**src/rtl/amc_pkg.sv**
```systemverilog
package amc_pkg;
  typedef enum logic [1:0] {
    PH_IDLE   = 2'd0,
    PH_SETUP  = 2'd1,
    PH_STROBE = 2'd2,
    PH_HOLD   = 2'd3
  } phase_e;
endpackage

```
**src/rtl/amc_gap_ctr.sv**
```systemverilog
module amc_gap_ctr #(
  parameter int W = 5
) (
  input  logic         clk,
  input  logic         rst_n,
  input  logic         load,
  input  logic [W-1:0] load_val,
  output logic         zero
);
  logic [W-1:0] cnt_q, cnt_d;
  logic         cnt_en;

  always_comb begin
    cnt_en = load || (cnt_q != '0);
    cnt_d  = cnt_q;
    if (load)              cnt_d = load_val;
    else if (cnt_q != '0)  cnt_d = cnt_q - 1'b1;
  end

  always_ff @(posedge clk or negedge rst_n) begin
    if (!rst_n)      cnt_q <= '0;
    else if (cnt_en) cnt_q <= cnt_d;
  end

  assign zero = (cnt_q == '0);
endmodule

```
**src/rtl/amc_seq.sv**
```systemverilog
module amc_seq
  import amc_pkg::*;
#(
  parameter int PH_W = 4
) (
  input  logic            clk,
  input  logic            rst_n,
  input  logic            start,
  input  logic            start_write,
  input  logic [PH_W-1:0] rd_setup,
  input  logic [PH_W-1:0] rd_strobe,
  input  logic [PH_W-1:0] rd_hold,
  input  logic [PH_W-1:0] wr_setup,
  input  logic [PH_W-1:0] wr_strobe,
  input  logic [PH_W-1:0] wr_hold,
  output phase_e          phase,
  output logic            dir_wr,
  output logic            last_strobe,
  output logic            last_hold
);
  phase_e          phase_q, phase_d;
  logic [PH_W-1:0] cnt_q, cnt_d;
  logic            dir_q, dir_d;
  logic            cnt_zero, seq_en;

  assign cnt_zero = (cnt_q == '0);
  assign seq_en   = start || (phase_q != PH_IDLE);

  always_comb begin
    phase_d = phase_q;
    cnt_d   = cnt_q;
    dir_d   = dir_q;
    unique case (phase_q)
      PH_IDLE: if (start) begin
        phase_d = PH_SETUP;
        dir_d   = start_write;
        cnt_d   = start_write ? wr_setup : rd_setup;
      end
      PH_SETUP: if (cnt_zero) begin
        phase_d = PH_STROBE;
        cnt_d   = dir_q ? wr_strobe : rd_strobe;
      end else cnt_d = cnt_q - 1'b1;
      PH_STROBE: if (cnt_zero) begin
        phase_d = PH_HOLD;
        cnt_d   = dir_q ? wr_hold : rd_hold;
      end else cnt_d = cnt_q - 1'b1;
      PH_HOLD: if (cnt_zero) phase_d = PH_IDLE;
               else cnt_d = cnt_q - 1'b1;
      default: phase_d = PH_IDLE;
    endcase
  end

  always_ff @(posedge clk or negedge rst_n) begin
    if (!rst_n) begin
      phase_q <= PH_IDLE;
      cnt_q   <= '0;
      dir_q   <= 1'b0;
    end else if (seq_en) begin
      phase_q <= phase_d;
      cnt_q   <= cnt_d;
      dir_q   <= dir_d;
    end
  end

  assign phase       = phase_q;
  assign dir_wr      = dir_q;
  assign last_strobe = (phase_q == PH_STROBE) && cnt_zero;
  assign last_hold   = (phase_q == PH_HOLD) && cnt_zero;

  // Phases only advance in order setup -> strobe -> hold -> idle
  assert_phase_order_R1: assert property (@(posedge clk) disable iff (!rst_n)
    (phase_q == PH_IDLE) |=> (phase_q == PH_IDLE || phase_q == PH_SETUP));
  assert_strobe_after_setup_R1: assert property (@(posedge clk) disable iff (!rst_n)
    (phase_q == PH_SETUP) |=> (phase_q == PH_SETUP || phase_q == PH_STROBE));
endmodule

```
**src/rtl/amc_ctrl.sv**
```systemverilog
module amc_ctrl
  import amc_pkg::*;
#(
  parameter int NCS   = 4,
  parameter int AW    = 12,
  parameter int DW    = 16,
  parameter int PH_W  = 4,
  parameter int TA_W  = 2,
  parameter int GAP_W = 5,
  localparam int CS_W = $clog2(NCS)
) (
  input  logic             clk,
  input  logic             rst_n,
  input  logic [PH_W-1:0]  cfg_rd_setup,
  input  logic [PH_W-1:0]  cfg_rd_strobe,
  input  logic [PH_W-1:0]  cfg_rd_hold,
  input  logic [PH_W-1:0]  cfg_wr_setup,
  input  logic [PH_W-1:0]  cfg_wr_strobe,
  input  logic [PH_W-1:0]  cfg_wr_hold,
  input  logic [TA_W-1:0]  cfg_ta,
  input  logic [GAP_W-1:0] cfg_rw_gap,
  input  logic [GAP_W-1:0] cfg_wr_gap,
  input  logic             cfg_park_late,
  input  logic             req_valid,
  input  logic             req_write,
  input  logic [CS_W-1:0]  req_cs,
  input  logic [AW-1:0]    req_addr,
  input  logic [DW-1:0]    req_wdata,
  output logic             req_ready,
  output logic             rsp_done,
  output logic [DW-1:0]    rsp_rdata,
  output logic [NCS-1:0]   mem_cs_n,
  output logic             mem_oe_n,
  output logic             mem_we_n,
  output logic [AW-1:0]    mem_addr,
  output logic [DW-1:0]    mem_dq_out,
  output logic             mem_dq_oe,
  input  logic [DW-1:0]    mem_dq_in
);
  phase_e phase;
  logic   dir_wr, last_strobe, last_hold, busy, accept;
  logic   ta_zero, rw_zero, wr_zero;
  logic   rd_end, wr_end, park_wait;

  logic [CS_W-1:0] sel_q;
  logic [AW-1:0]   addr_q;
  logic [DW-1:0]   park_q, rdata_q;
  logic            last_rd_q, done_q;

  assign busy   = (phase != PH_IDLE);
  assign rd_end = last_hold && !dir_wr;
  assign wr_end = last_hold && dir_wr;

  // A request starts only when idle and every window that applies is spent
  assign req_ready = !busy && ta_zero && (req_write ? rw_zero : wr_zero);
  assign accept    = req_valid && req_ready;

  amc_seq #(.PH_W(PH_W)) seq_i (
    .clk         (clk),
    .rst_n       (rst_n),
    .start       (accept),
    .start_write (req_write),
    .rd_setup    (cfg_rd_setup),
    .rd_strobe   (cfg_rd_strobe),
    .rd_hold     (cfg_rd_hold),
    .wr_setup    (cfg_wr_setup),
    .wr_strobe   (cfg_wr_strobe),
    .wr_hold     (cfg_wr_hold),
    .phase       (phase),
    .dir_wr      (dir_wr),
    .last_strobe (last_strobe),
    .last_hold   (last_hold)
  );

  amc_gap_ctr #(.W(TA_W)) ta_ctr_i (
    .clk(clk), .rst_n(rst_n), .load(last_hold), .load_val(cfg_ta), .zero(ta_zero));
  amc_gap_ctr #(.W(GAP_W)) rw_ctr_i (
    .clk(clk), .rst_n(rst_n), .load(rd_end), .load_val(cfg_rw_gap), .zero(rw_zero));
  amc_gap_ctr #(.W(GAP_W)) wr_ctr_i (
    .clk(clk), .rst_n(rst_n), .load(wr_end), .load_val(cfg_wr_gap), .zero(wr_zero));

  // Request fields, latched on acceptance
  always_ff @(posedge clk or negedge rst_n) begin
    if (!rst_n) begin
      sel_q  <= '0;
      addr_q <= '0;
    end else if (accept) begin
      sel_q  <= req_cs;
      addr_q <= req_addr;
    end
  end

  // Written word doubles as the idle park value
  always_ff @(posedge clk or negedge rst_n) begin
    if (!rst_n)                      park_q <= '0;
    else if (accept && req_write)    park_q <= req_wdata;
  end

  always_ff @(posedge clk or negedge rst_n) begin
    if (!rst_n)                       rdata_q <= '0;
    else if (last_strobe && !dir_wr)  rdata_q <= mem_dq_in;
  end

  always_ff @(posedge clk or negedge rst_n) begin
    if (!rst_n) begin
      done_q    <= 1'b0;
      last_rd_q <= 1'b0;
    end else begin
      done_q <= last_hold;
      if (last_hold) last_rd_q <= !dir_wr;
    end
  end

  for (genvar i = 0; i < NCS; i++) begin : g_cs
    assign mem_cs_n[i] = !(busy && (sel_q == CS_W'(i)));
  end

  assign mem_oe_n   = !((phase == PH_STROBE) && !dir_wr);
  assign mem_we_n   = !((phase == PH_STROBE) && dir_wr);
  assign mem_addr   = addr_q;
  assign park_wait  = cfg_park_late && last_rd_q && !ta_zero;
  assign mem_dq_oe  = busy ? dir_wr : !park_wait;
  assign mem_dq_out = park_q;
  assign rsp_done   = done_q;
  assign rsp_rdata  = rdata_q;

  assert_cs_onehot_R3: assert property (@(posedge clk) disable iff (!rst_n)
    $onehot0(~mem_cs_n));
  assert_strobes_exclusive_R3: assert property (@(posedge clk) disable iff (!rst_n)
    !(!mem_oe_n && !mem_we_n));
  assert_strobe_in_access_R3: assert property (@(posedge clk) disable iff (!rst_n)
    (!mem_oe_n || !mem_we_n) |-> !(&mem_cs_n));
  assert_no_drive_on_read_R9: assert property (@(posedge clk) disable iff (!rst_n)
    (!mem_oe_n) |-> !mem_dq_oe);
  assert_done_single_R4: assert property (@(posedge clk) disable iff (!rst_n)
    rsp_done |=> !rsp_done);
  assert_accept_starts_R8: assert property (@(posedge clk) disable iff (!rst_n)
    (req_valid && req_ready) |=> !(&mem_cs_n));
  assert_rw_gap_R6: assert property (@(posedge clk) disable iff (!rst_n)
    (accept && req_write) |-> rw_zero);
  assert_wr_gap_R7: assert property (@(posedge clk) disable iff (!rst_n)
    (accept && !req_write) |-> wr_zero);
  assert_park_stable_R12: assert property (@(posedge clk) disable iff (!rst_n)
    !(req_valid && req_ready && req_write) |=> $stable(mem_dq_out));
endmodule

```
**config.mk**
```make
export PLATFORM = sky130hd
export DESIGN_NAME = amc_ctrl
export DESIGN_NICKNAME = d
export VERILOG_FILES = /design/src/rtl/amc_pkg.sv /design/src/rtl/amc_gap_ctr.sv /design/src/rtl/amc_seq.sv /design/src/rtl/amc_ctrl.sv
export SDC_FILE = /design/constraint.sdc
export NUM_CORES = 1
export LEC_CHECK = 0
export BUFFER_PORTS_ARGS = -buffer_cell sky130_fd_sc_hd__buf_2
export CORE_MARGIN = 2
export CORE_UTILIZATION = 48
export CTS_CLUSTER_SIZE = 28
export DETAILED_ROUTE_END_ITERATION = 10
export PLACE_DENSITY = 0.8
export SLEW_MARGIN = 20
export SYNTH_ARGS = -nofsm -noshare
export SYNTH_HDL_FRONTEND = slang
export SYNTH_SLANG_ARGS = --single-unit
```
**constraint.sdc**
```tcl
create_clock -name clk -period 2.9 [get_ports clk]
set_clock_uncertainty 0.05 [all_clocks]
set_input_delay 0.145 -clock clk [delete_from_list [all_inputs] [get_ports clk]]
set_output_delay 0.145 -clock clk [all_outputs]
set_load 0.02 [all_outputs]
```
==> results.md <==
- I/O Buffers: 139
- Via count of the first global-routing pass: 3,036
- Die footprint: roughly 0.0077 sq mm
- CP max FO: 17
- Unrepaired setup endpoints after global routing: no
- Maximum root-to-sink buffer count: 2
- CP startpoint kind: flop
- Number of synthesized flops with an enable pin: 0
- Cell internal power dissipation: 2.95 mW
- Worst hold slack after final layout: approximately 0.019 ns
- Residual DRC count: 0
- Fraction of post-synthesis cell area in the top cell type by area: a little under 50%
- Via count: slightly below 3k
- Clock root buffer master: sky130_fd_sc_hd__clkbuf_8
- Pin slew with the least headroom to its limit: roughly 0.88 ns
- Layout area overhead: 48.0%
- Max-cap viol count: 0
- Dominant cell type by area after synthesis: sky130_fd_sc_hd__dfrtp_1
- Core region area: 0.00679 sq mm
- Clock latency of the later-clocked register in the worst-skew pair: 0.34 ns
- Kind of end point of the critical path: flop
- Cell area after layout: 0.00499 sq mm
- Highest clock rate: approximately 0.40 GHz
- Total power per unit cell area: 942 mW/mm^2
- Peak ir drop on the vdd network: about 650 uV
- Total placed cells including tap cells: 504
- Total Routed Length: 9300 um
- Largest net degree at the start of global routing: 38
- Avg Synthesized Cell Area: 12.2 sq um
- Cell area after placement: 0.00415 sq mm
- Result of the run: finished, final reports clean
- Share of cells above drive strength 1: 47.7%
- Die boundary height: 87.8 um
- Post-DP HPWL: between 5000 and 6000 um
- Via/cell ratio: 5.04
- Total of flip-flops plus latches after synthesis: 67
- Post-CTS setup repair buffer count: 0
- Leading register cell type out of synthesis: sky130_fd_sc_hd__dfrtp_1
- Number of distinct library cells after synthesis: 44
- Total standard cell area after synthesis: 0.00337 sq mm
- Leading cell type in the layout, fill and taps excluded: sky130_fd_sc_hd__buf_2
- Highest-count cells in the layout ignoring fill and taps: 139 x sky130_fd_sc_hd__buf_2, 67 x sky130_fd_sc_hd__dfrtp_1, 58 x sky130_fd_sc_hd__dlygate4sd3_1
- Io pins: 140
- Clock net sink count: 67
- Number of placement rows: 30
- DRT iter0 DRCs: ~210
- Global placement routability congestion: 0.914
- Warnings, synthesis: 0
- Number of antenna violations at the first check in global routing: 0
- Post-CTS resize count: 0
- Req. time, crit path: 3.07 ns
- Worst slew slack as a fraction of its limit: around two fifths
- TritonCTS clock tree: built
- Part of the power in registers: 33.7%
- Number of nets in the layout: approximately 580
- Net count of the mapped netlist: 376
- Clock H-tree levels: 3
- Period utilisation layout: 87.3%
- Filler-free cell count of the finished design: roughly 580
- Number of clock buffers inserted by TritonCTS: 9
- Wire length of the first global-routing pass: between 10,000 and 15,000 um
- Final max-slew violation count: 0
- # diodes: 0
- Tot GR Track Use: 25.0%
- Critical setup path kind: flop to flop
- Antenna viol nets, final: 0
- Die W: 87.8 um
- Switching share of power: a little under two fifths
- Largest cells by area after synthesis: sky130_fd_sc_hd__dfrtp_1 50%, sky130_fd_sc_hd__mux2_2 18%, sky130_fd_sc_hd__ha_1 4.4%
- Crit path DAT: 2.71 ns
- Post-synthesis instance total: about 280
- Final hold viol count: 0
- Filler instances: 462
- Initial core utilization: between 40 and 50%
- Global route total overflow: 0
- Area of the multi-input gates: 0.00156 sq mm
- DR WL/cell: 16.1 um
- Share of synthesized registers carrying an async set or reset: 100%
- Router iterations before antenna repair: 4
- Net switching power: 1.75 mW
- Sequential cell area fraction in the yosys report: roughly half
- Sequential standard cell area: 0.00168 sq mm
- Class of the most critical hold timing path: input pin to flop
- Combinational Power Share: about 45%
- Final critical delay including setup and external delays: 2.53 ns
- Setup TNS Final: 0 ns
- Clock-pin transition on the worst setup and hold timing paths: 0.07 ns
- Clock Power Share: 21.6%
- Total leakage power: 2.55 nW
- Count of final setup violators: 0
## path summary, 6_finish.rpt
check	from	slack [ns]	to	cells past startpoint
min in group asynchronous	rst_n	0.32	mem_dq_out[12]$_DFFE_PN0P_	3
max reg2reg	rw_ctr_i.cnt_q[0]$_DFFE_PN0P_	0.37	mem_dq_out[8]$_DFFE_PN0P_	5
min	cfg_wr_gap[3]	0.02	wr_ctr_i.cnt_q[3]$_DFFE_PN0P_	2
min reg2reg	last_rd_q$_DFFE_PN0P_	0.43	last_rd_q$_DFFE_PN0P_	1
max in group asynchronous	rst_n	2.14	sel_q[0]$_DFFE_PN0P_	3
max	rw_ctr_i.cnt_q[0]$_DFFE_PN0P_	0.37	mem_dq_out[8]$_DFFE_PN0P_	5
## area by class of cell
| type | count | share of cell area, % |
|---|---|---|
| Clock buffer | 10 | 2.56 |
| Clock inverter | 6 | 2.76 |
| Inverter | 15 | 1.13 |
| Multi-Input combinational cell | 182 | 31.3 |
| Sequential cell | 67 | 33.6 |
| Tap cell | 96 | 2.41 |
| Timing Repair Buffer | 202 | 26.3 |
## critical path, stage by stage, from the launching register on
cell and delay [ns]:
sky130_fd_sc_hd__dfrtp_1 0.38, sky130_fd_sc_hd__inv_1 0.11, sky130_fd_sc_hd__ha_1 0.20, sky130_fd_sc_hd__or4b_4 0.49, sky130_fd_sc_hd__or3_1 0.73, sky130_fd_sc_hd__mux2_4 0.44
## power groups by stage
stage	clock network [mW]	registers (mW)	logic [mW]
after floorplan	0	1.78	1.21
after global placement	0	1.55	1.96
after detailed placement	0	1.58	2.02
after CTS	1.04	1.56	2.09
after global routing	1.08	1.63	2.31
final	1.02	1.58	2.10
## logic make-up (layout without fill, tap and decap cells)
kind of cell / count (synthesis) / after routing / synth area share (%)
muxes: 67 / 67 / 23.2
DFF: 67 / 67 / 49.7
xor gates and xnor gates: 6 / 6 / 1.56
AOI/OAI and AO/OA: 39 / 39 / 7.56
buffers and inverters: 28 / 233 / 4.04
adders and majority gates: 12 / 12 / 4.45
and+or+nand+nor: 58 / 58 / 9.49
## registers in the layout (all words and copies together) (netlist names), 2 cells and up
| name | count |
|---|---|
| sel_q | 2 |
| mem_dq_out | 16 |
| wr_ctr_i.cnt_q | 5 |
| mem_addr | 12 |
| ta_ctr_i.cnt_q | 2 |
| rsp_rdata | 16 |
| rw_ctr_i.cnt_q | 5 |
| seq_i.cnt_q | 4 |
| seq_i.phase | 2 |
## routing by layer
layer  vias up  global-route usage [%]  routed length, um
li1       1378                       -                  -
met3        27                    6.31                430
met1      1400                    26.1               3380
met2       106                    47.0               5200
met4         0                    10.8                292
met5         -                       0                  0
## cell usage after synthesis, types with 2 or more instances
library cell / n
sky130_fd_sc_hd__a21oi_1: 7
sky130_fd_sc_hd__clkbuf_1: 5
sky130_fd_sc_hd__a32oi_1: 3
sky130_fd_sc_hd__nand3_1: 2
sky130_fd_sc_hd__nor3_1: 4
sky130_fd_sc_hd__nand2_1: 16
sky130_fd_sc_hd__or3b_2: 2
sky130_fd_sc_hd__a22oi_1: 4
sky130_fd_sc_hd__o21ai_0: 10
sky130_fd_sc_hd__o31ai_1: 4
sky130_fd_sc_hd__nor2_1: 17
sky130_fd_sc_hd__ha_1: 12
sky130_fd_sc_hd__or3_1: 3
sky130_fd_sc_hd__nor3b_1: 3
sky130_fd_sc_hd__buf_2: 3
sky130_fd_sc_hd__a21o_1: 2
sky130_fd_sc_hd__nor4b_2: 2
sky130_fd_sc_hd__buf_1: 2
sky130_fd_sc_hd__xnor2_1: 5
sky130_fd_sc_hd__o21ai_1: 2
sky130_fd_sc_hd__mux2i_1: 4
sky130_fd_sc_hd__dfrtp_1: 67
sky130_fd_sc_hd__mux2_2: 54
sky130_fd_sc_hd__mux2_4: 9
sky130_fd_sc_hd__o211ai_1: 2
sky130_fd_sc_hd__inv_1: 15
## repair_timing
action	4_1_cts	5_1_grt
hold endpoints to repair	124	0
endpoints found under the setup margin	0	0
hold buffers	58	0
## through the flow
step	total power [mW]	util (%)	setup slack, ns
final	4.70	73.5	0.369
after global routing	5.01	73.5	0.243
after CTS	4.69	73.5	0.350
after detailed placement	3.59	61.0	0.363
after global placement	3.51	61.0	0.473
after floorplan	2.99	-	0.703
(Power assumes the default switching activity.)
